File: config.mk
export PLATFORM = sky130hd
export DESIGN_NAME = pulse_timer_top
export DESIGN_NICKNAME = d
export VERILOG_FILES = /design/src/rtl/pulse_tmr_pkg.sv /design/src/rtl/pt_cmp_bank.sv /design/src/rtl/pt_ctrl.sv /design/src/rtl/pt_counter.sv /design/src/rtl/pt_pulse.sv /design/src/rtl/pulse_timer_top.sv
export SDC_FILE = /design/constraint.sdc
export NUM_CORES = 1
export LEC_CHECK = 0
export BUFFER_PORTS_ARGS = -buffer_cell sky130_fd_sc_hd__buf_2
export CAP_MARGIN = 10
export CORE_ASPECT_RATIO = 1.5
export CORE_MARGIN = 8
export CORE_UTILIZATION = 55
export CTS_CLUSTER_SIZE = 10
export DETAILED_ROUTE_END_ITERATION = 8
export GPL_TIMING_DRIVEN = 1
export PLACE_DENSITY = 0.71
export REMOVE_ABC_BUFFERS = 1
export SYNTH_ARGS = -nofsm -noshare
export SYNTH_HDL_FRONTEND = slang
export SYNTH_HIERARCHICAL = 1
export SYNTH_SLANG_ARGS = --single-unit
File: constraint.sdc
create_clock -name clk -period 3.35 [get_ports clk]
set_input_delay 0.1675 -clock clk [delete_from_list [all_inputs] [get_ports clk]]
set_output_delay 0.1675 -clock clk [all_outputs]
set_load 0.01 [all_outputs]
File: src/rtl/pulse_tmr_pkg.sv
package pulse_tmr_pkg;
  typedef enum logic [2:0] {
    A_CTRL    = 3'd0,
    A_FLAG    = 3'd1,
    A_PRD_HI  = 3'd2,
    A_PRD_LO  = 3'd3,
    A_DUTY_HI = 3'd4,
    A_DUTY_LO = 3'd5,
    A_CNT_LO  = 3'd6,
    A_CNT_HI  = 3'd7
  } reg_addr_e;

  typedef struct packed {
    logic ien;
    logic oneshot;
    logic run;
  } ctrl_t;
endpackage

File: src/rtl/pt_cmp_bank.sv
module pt_cmp_bank #(
  parameter int CW = 12,
  parameter int DW = 8
) (
  input  logic          clk,
  input  logic          rst,
  input  logic          wr_lo,
  input  logic          wr_hi,
  input  logic [DW-1:0] wr_data,
  input  logic          running,
  input  logic          xfer,
  output logic [CW-1:0] act
);
  localparam int HW = CW - DW;

  logic [CW-1:0] buf_q;
  logic [CW-1:0] buf_nx;

  always_comb begin
    buf_nx = buf_q;
    if (wr_lo) buf_nx[DW-1:0] = wr_data;
    if (wr_hi) buf_nx[CW-1:DW] = wr_data[HW-1:0];
  end

  always_ff @(posedge clk) begin
    if (rst) begin
      buf_q <= '0;
      act   <= '0;
    end else begin
      buf_q <= buf_nx;
      if (!running)  act <= buf_nx;
      else if (xfer) act <= buf_q;
    end
  end
endmodule

File: src/rtl/pt_ctrl.sv
module pt_ctrl
  import pulse_tmr_pkg::*;
(
  input  logic       clk,
  input  logic       rst,
  input  logic       wr_ctrl,
  input  logic       wr_flag,
  input  logic [2:0] ctrl_data,
  input  logic       clr_evt,
  output ctrl_t      ctrl,
  output logic       flag,
  output logic       start
);
  assign start = wr_ctrl && ctrl_data[0] && !ctrl.run;

  always_ff @(posedge clk) begin
    if (rst) begin
      ctrl <= '0;
      flag <= 1'b0;
    end else begin
      if (wr_ctrl)                     ctrl <= ctrl_t'(ctrl_data);
      else if (clr_evt && ctrl.oneshot) ctrl.run <= 1'b0;
      if (clr_evt)                     flag <= 1'b1;
      else if (wr_flag && ctrl_data[0]) flag <= 1'b0;
    end
  end
endmodule

File: src/rtl/pt_counter.sv
module pt_counter #(
  parameter int CW = 12
) (
  input  logic        clk,
  input  logic        rst,
  input  logic        run,
  input  logic        cnt_en,
  input  logic [CW-1:0] prd_act,
  input  logic [CW-1:0] duty_act,
  output logic [CW:0] cnt,
  output logic        clr_evt,
  output logic        duty_evt
);
  logic tick;
  logic clr_hit;

  assign tick     = run && cnt_en;
  assign clr_hit  = (cnt == ({1'b0, prd_act} + (CW+1)'(1)));
  assign clr_evt  = tick && clr_hit;
  assign duty_evt = tick && !clr_hit && (cnt == {1'b0, duty_act});

  always_ff @(posedge clk) begin
    if (rst || !run)  cnt <= '0;
    else if (clr_evt) cnt <= '0;
    else if (tick)    cnt <= cnt + (CW+1)'(1);
  end
endmodule

File: src/rtl/pt_pulse.sv
module pt_pulse (
  input  logic clk,
  input  logic rst,
  input  logic start,
  input  logic clr_evt,
  input  logic duty_evt,
  output logic pulse
);
  always_ff @(posedge clk) begin
    if (rst || start)  pulse <= 1'b0;
    else if (clr_evt)  pulse <= 1'b1;
    else if (duty_evt) pulse <= 1'b0;
  end
endmodule

File: src/rtl/pulse_timer_top.sv
module pulse_timer_top
  import pulse_tmr_pkg::*;
#(
  parameter int CW = 12,
  parameter int DW = 8
) (
  input  logic          clk,
  input  logic          rst,
  input  logic          wr_en,
  input  logic [2:0]    wr_addr,
  input  logic [DW-1:0] wr_data,
  input  logic [2:0]    rd_addr,
  output logic [DW-1:0] rd_data,
  input  logic          cnt_en,
  output logic          pulse_out,
  output logic          irq
);
  localparam int PADH = 2*DW - CW - 1;

  ctrl_t         ctrl;
  logic          run_q;
  logic          flag_q;
  logic          start;
  logic          clr_evt;
  logic          duty_evt;
  logic [CW:0]   cnt_q;
  logic [CW-1:0] prd_act;
  logic [CW-1:0] duty_act;
  logic          wr_ctrl;
  logic          wr_flag;

  assign wr_ctrl = wr_en && (wr_addr == A_CTRL);
  assign wr_flag = wr_en && (wr_addr == A_FLAG);
  assign run_q   = ctrl.run;

  pt_ctrl u_ctrl (
    .clk(clk), .rst(rst), .wr_ctrl(wr_ctrl), .wr_flag(wr_flag),
    .ctrl_data(wr_data[2:0]), .clr_evt(clr_evt),
    .ctrl(ctrl), .flag(flag_q), .start(start)
  );

  pt_cmp_bank #(.CW(CW), .DW(DW)) u_prd (
    .clk(clk), .rst(rst),
    .wr_lo(wr_en && (wr_addr == A_PRD_LO)),
    .wr_hi(wr_en && (wr_addr == A_PRD_HI)),
    .wr_data(wr_data), .running(run_q), .xfer(clr_evt), .act(prd_act)
  );

  pt_cmp_bank #(.CW(CW), .DW(DW)) u_duty (
    .clk(clk), .rst(rst),
    .wr_lo(wr_en && (wr_addr == A_DUTY_LO)),
    .wr_hi(wr_en && (wr_addr == A_DUTY_HI)),
    .wr_data(wr_data), .running(run_q), .xfer(clr_evt), .act(duty_act)
  );

  pt_counter #(.CW(CW)) u_cnt (
    .clk(clk), .rst(rst), .run(run_q), .cnt_en(cnt_en),
    .prd_act(prd_act), .duty_act(duty_act),
    .cnt(cnt_q), .clr_evt(clr_evt), .duty_evt(duty_evt)
  );

  pt_pulse u_pulse (
    .clk(clk), .rst(rst), .start(start),
    .clr_evt(clr_evt), .duty_evt(duty_evt), .pulse(pulse_out)
  );

  assign irq = flag_q && ctrl.ien;

  always_ff @(posedge clk) begin
    if (rst) rd_data <= '0;
    else begin
      case (reg_addr_e'(rd_addr))
        A_CTRL:   rd_data <= {{(DW-3){1'b0}}, ctrl.ien, ctrl.oneshot, ctrl.run};
        A_FLAG:   rd_data <= {{(DW-1){1'b0}}, flag_q};
        A_CNT_LO: rd_data <= cnt_q[DW-1:0];
        A_CNT_HI: rd_data <= {{PADH{1'b0}}, cnt_q[CW:DW]};
        default:  rd_data <= '0;
      endcase
    end
  end
endmodule

==> results.md <==
- Worst r2r path cells: 11
- Mux cell area share after synthesis: 7.71%
- Fin util: 61.1%
- DIE WIDTH: 84.9 um
- # diodes: 0
- Sink Count: 74
- XOR/XNOR Fraction of Synth Area: under 10%
- Fin cells: 531
- Fraction of layout cells with a size suffix above 1: 17.7%
- Unrepaired setup endpoints after global routing: no
- Crit path cell chain: ha_1 > and2_1 > a31oi_1 > o21ai_0 > a31oi_2 > a2111oi_4 > and2_1 > buf_4 > and2b_1 > a211oi_1 > a211oi_1
- Post-CTS sizing: 0
- Final setup fails: 0
- Floorplan core area: approximately 0.007 mm2
- Hold Vio Cnt, Final: 0
- Finished Cell Area: 0.00422 mm2
- CTS buffer count: 9
- Post-place setup slack: 0.421 ns
- Placer Congestion: 0.876
- Maximum clock path buffer count: 2
- Distinct cell type count after synthesis: 55
- Storage cell area: 0.00148 mm2
- Worst Hold Class: input port to register
- Residual DRC count: 0
- H-tree levels: 3
- CP Max Fanout: 20
- Largest net degree at the start of global routing: 35
- Syn avg cell area: 9.16 um2
- GRT Resource Usage Total: a little under a fifth
- Pwr Density: 395 mW/mm2
- Setup WS post-layout: 0.356 ns
- PortBufs: 27
- Crit path buf inv count: 1
- Design Power: 1.67 mW
- Footprint of the multi-input gates: 0.00220 mm2
- Critical Path Sink Type: register
- Placed insts: 515
- Hold Slack: 0.116 ns
- Crit path time final: between 2 and 3 ns
- DP Area: 0.00404 mm2
- Fin. max-slew vios: 0
- Hold path depth: 3
- DR WL/cell: 17.5 um
- Hold path startpoint: wr_data[5]
- FILL cells: about 620
- Most instantiated library cell after synthesis: dfxtp_1
- Setup bufs post-CTS: 0
- Worst-Margin Slew: 0.991 ns
- Antenna viol nets, final: 0
- Initial Utilization: 56.7%
- Adder-Cell Fraction of Synth Area: less than 1%
- Sequential area share after synthesis: 37.9%
- Synth Area in Simple Gates: 24.0%
- Initial antenna violation count: 0
- Number of enable flip-flop cells after synthesis: 0
- Die area: slightly above 0.01 mm2
- Worst Hold Path EP: u_prd/buf_q[5]
- Io pins: 28
- Slew margin rel.: about 34%
- Largest family of logic cells by synthesized area: simple AND/OR/NAND/NOR gates
- Cell Area, Synth: a little under 0.004 mm2
- Period utilization: 89.4%
- CTS tree: yes
- Leak: 1.55 nW
- Die height: 119 um
- Max cap viols: 0
- Worst reg-to-reg setup slack: 0.36 ns
- Ys Warns: 6
- DRT Pass-1 Iters: 5
- Hold_buf cts: 0
- CP Class: register to register
- CP Data Arrival Time: roughly 3.2 ns
- Row cnt: 37
- Fin nets: 468
- Main synth FF type: dfxtp_1
- Via density: about 6.1
- Critical Path Start Type: register
- Placed wire-length estimate: between 6000 and 7000 um
- Area leader, netlist: dfxtp_1
- Worst-Skew Late Latency: 0.34 ns
- Slowest CP cell: dfxtp_1
- Clock-pin slew on the worst setup and hold paths: 0.07 ns
- P&R area growth vs syn: 7.80%
- Routed WL: 9310 um
- Setup Skew: 0.0114 ns
- Root Driver: clkbuf_8
- Mapped Cells: 427
- Global-route wire length before repair: 15300 um
- Violation count after the first detailed-route iteration: roughly 180
- Crit path max-delay family: compound AO/OA/AOI/OAI gates
- F_max: 0.334 GHz
- Total gr overflow: 0
- Status: finished clean
- Post-synth top area share: 37.9%
- Vias: approximately 3.2k
- Post-synth top cells: 74 x dfxtp_1, 44 x a211oi_1, 37 x nor2_1, 29 x mux2i_1, 23 x xnor2_1
- Flop and latch count out of synthesis: 74
- Compound-Gate Fraction of Synth Area: ~17%
- Reg2reg start: u_prd/act[0]
- Peak VDD IR: 0.292 mV
- Synth top area cells: dfxtp_1 38%, a211oi_1 8.4%, mux2i_1 7.4%, xnor2_1 5.1%, nor2_1 3.5%
- Vias in the first global route: approximately 3.1k
- Reg2reg end: u_prd/act[7]
- CP Data Required Time: approximately 3.5 ns
- Max incr delay on CP: 0.44 ns
- Setup Total Neg Slack: 0 ns
- Ys async rst share: 0%
flip-flops by register name, summed over array words and instances, names as in the netlist:
| register | cells |
|---|---|
| u_ctrl/ctrl | 3 |
| u_duty/buf_q | 12 |
| rd_data | 8 |
| u_prd/act | 12 |
| u_ctrl/flag | 1 |
| u_pulse/pulse | 1 |
| u_cnt/cnt | 13 |
| u_duty/act | 12 |
| u_prd/buf_q | 12 |
cells by family after synthesis:
family / after synthesis
buf+inv: 37
simple gates: 166
xor+xnor: 31
compound gates: 87
mux: 30
fa+ha+maj: 2
flops: 74
layout by cell type (no fill, tap or decap), types with 2 or more instances in the layout:
master     n
a22oi_1    2
and2_1     4
o21a_1     2
mux2i_1   29
o22ai_1    4
xnor2_1   23
nand2_1   21
and3_1     5
a21oi_1    5
buf_4     13
nor3b_2    3
a21oi_2    9
nor4b_1    2
clkbuf_8  10
buf_2     27
o31ai_1    2
xor2_1     8
nor4_1     5
or3_1      2
nand2b_1   6
and2b_1    6
nor2_1    37
inv_1      7
nand3b_1   5
nand4_1    9
o21ai_1    4
ha_1       2
clkinv_4   2
a31oi_1    2
a211oi_1  44
o21ai_0    6
nor3_1    15
dfxtp_1   74
nand3_1   15
and3b_1    2
nor2b_1   19
layer usage:
metal  global-route usage (%)  part of all wire, %  up-vias
met4                     9.74                  3.2        0
li1                         -                    -     1578
met1                     21.7                   44     1555
met3                     2.89                  3.2       25
met2                     32.6                   49       83
met5                        0                    0        -
worst max path at each step:
stage	startpoint	to	slack, ns	depth (start not counted)
final	u_prd/act[0]	u_prd/act[7]	0.36	11
after global routing	u_prd/act[0]	u_prd/act[5]	0.15	11
after CTS	u_prd/act[0]	u_prd/act[5]	0.40	11
after detailed placement	u_prd/act[0]	u_prd/act[5]	0.42	11
after global placement	u_prd/act[0]	u_duty/act[7]	0.56	11
after floorplan	u_prd/act[0]	u_duty/act[5]	-0.37	10
where the power goes:
group / internal, mW / switching [mW] / leakage [nW]
Sequential: 0.896 / 0.0150 / 0.598
Clock: 0.294 / 0.342 / 0.0899
Combinational: 0.0476 / 0.0714 / 0.865
Total: 1.24 / 0.429 / 1.55
final cells by class:
type,count,area share (%)
multi-input cells,316,52.2
clock inverters,5,0.920
well taps,78,2.31
clock buffers,11,3.35
flip-flops and latches,74,35.1
repair buffers,40,5.52
inverters,7,0.623
tightest hold or removal path, stage by stage:
cell and delay [ns]:
buf_2 0.09, mux2i_1 0.08, nor2_1 0.08
Note: power is estimated with default switching activity, not from simulation.
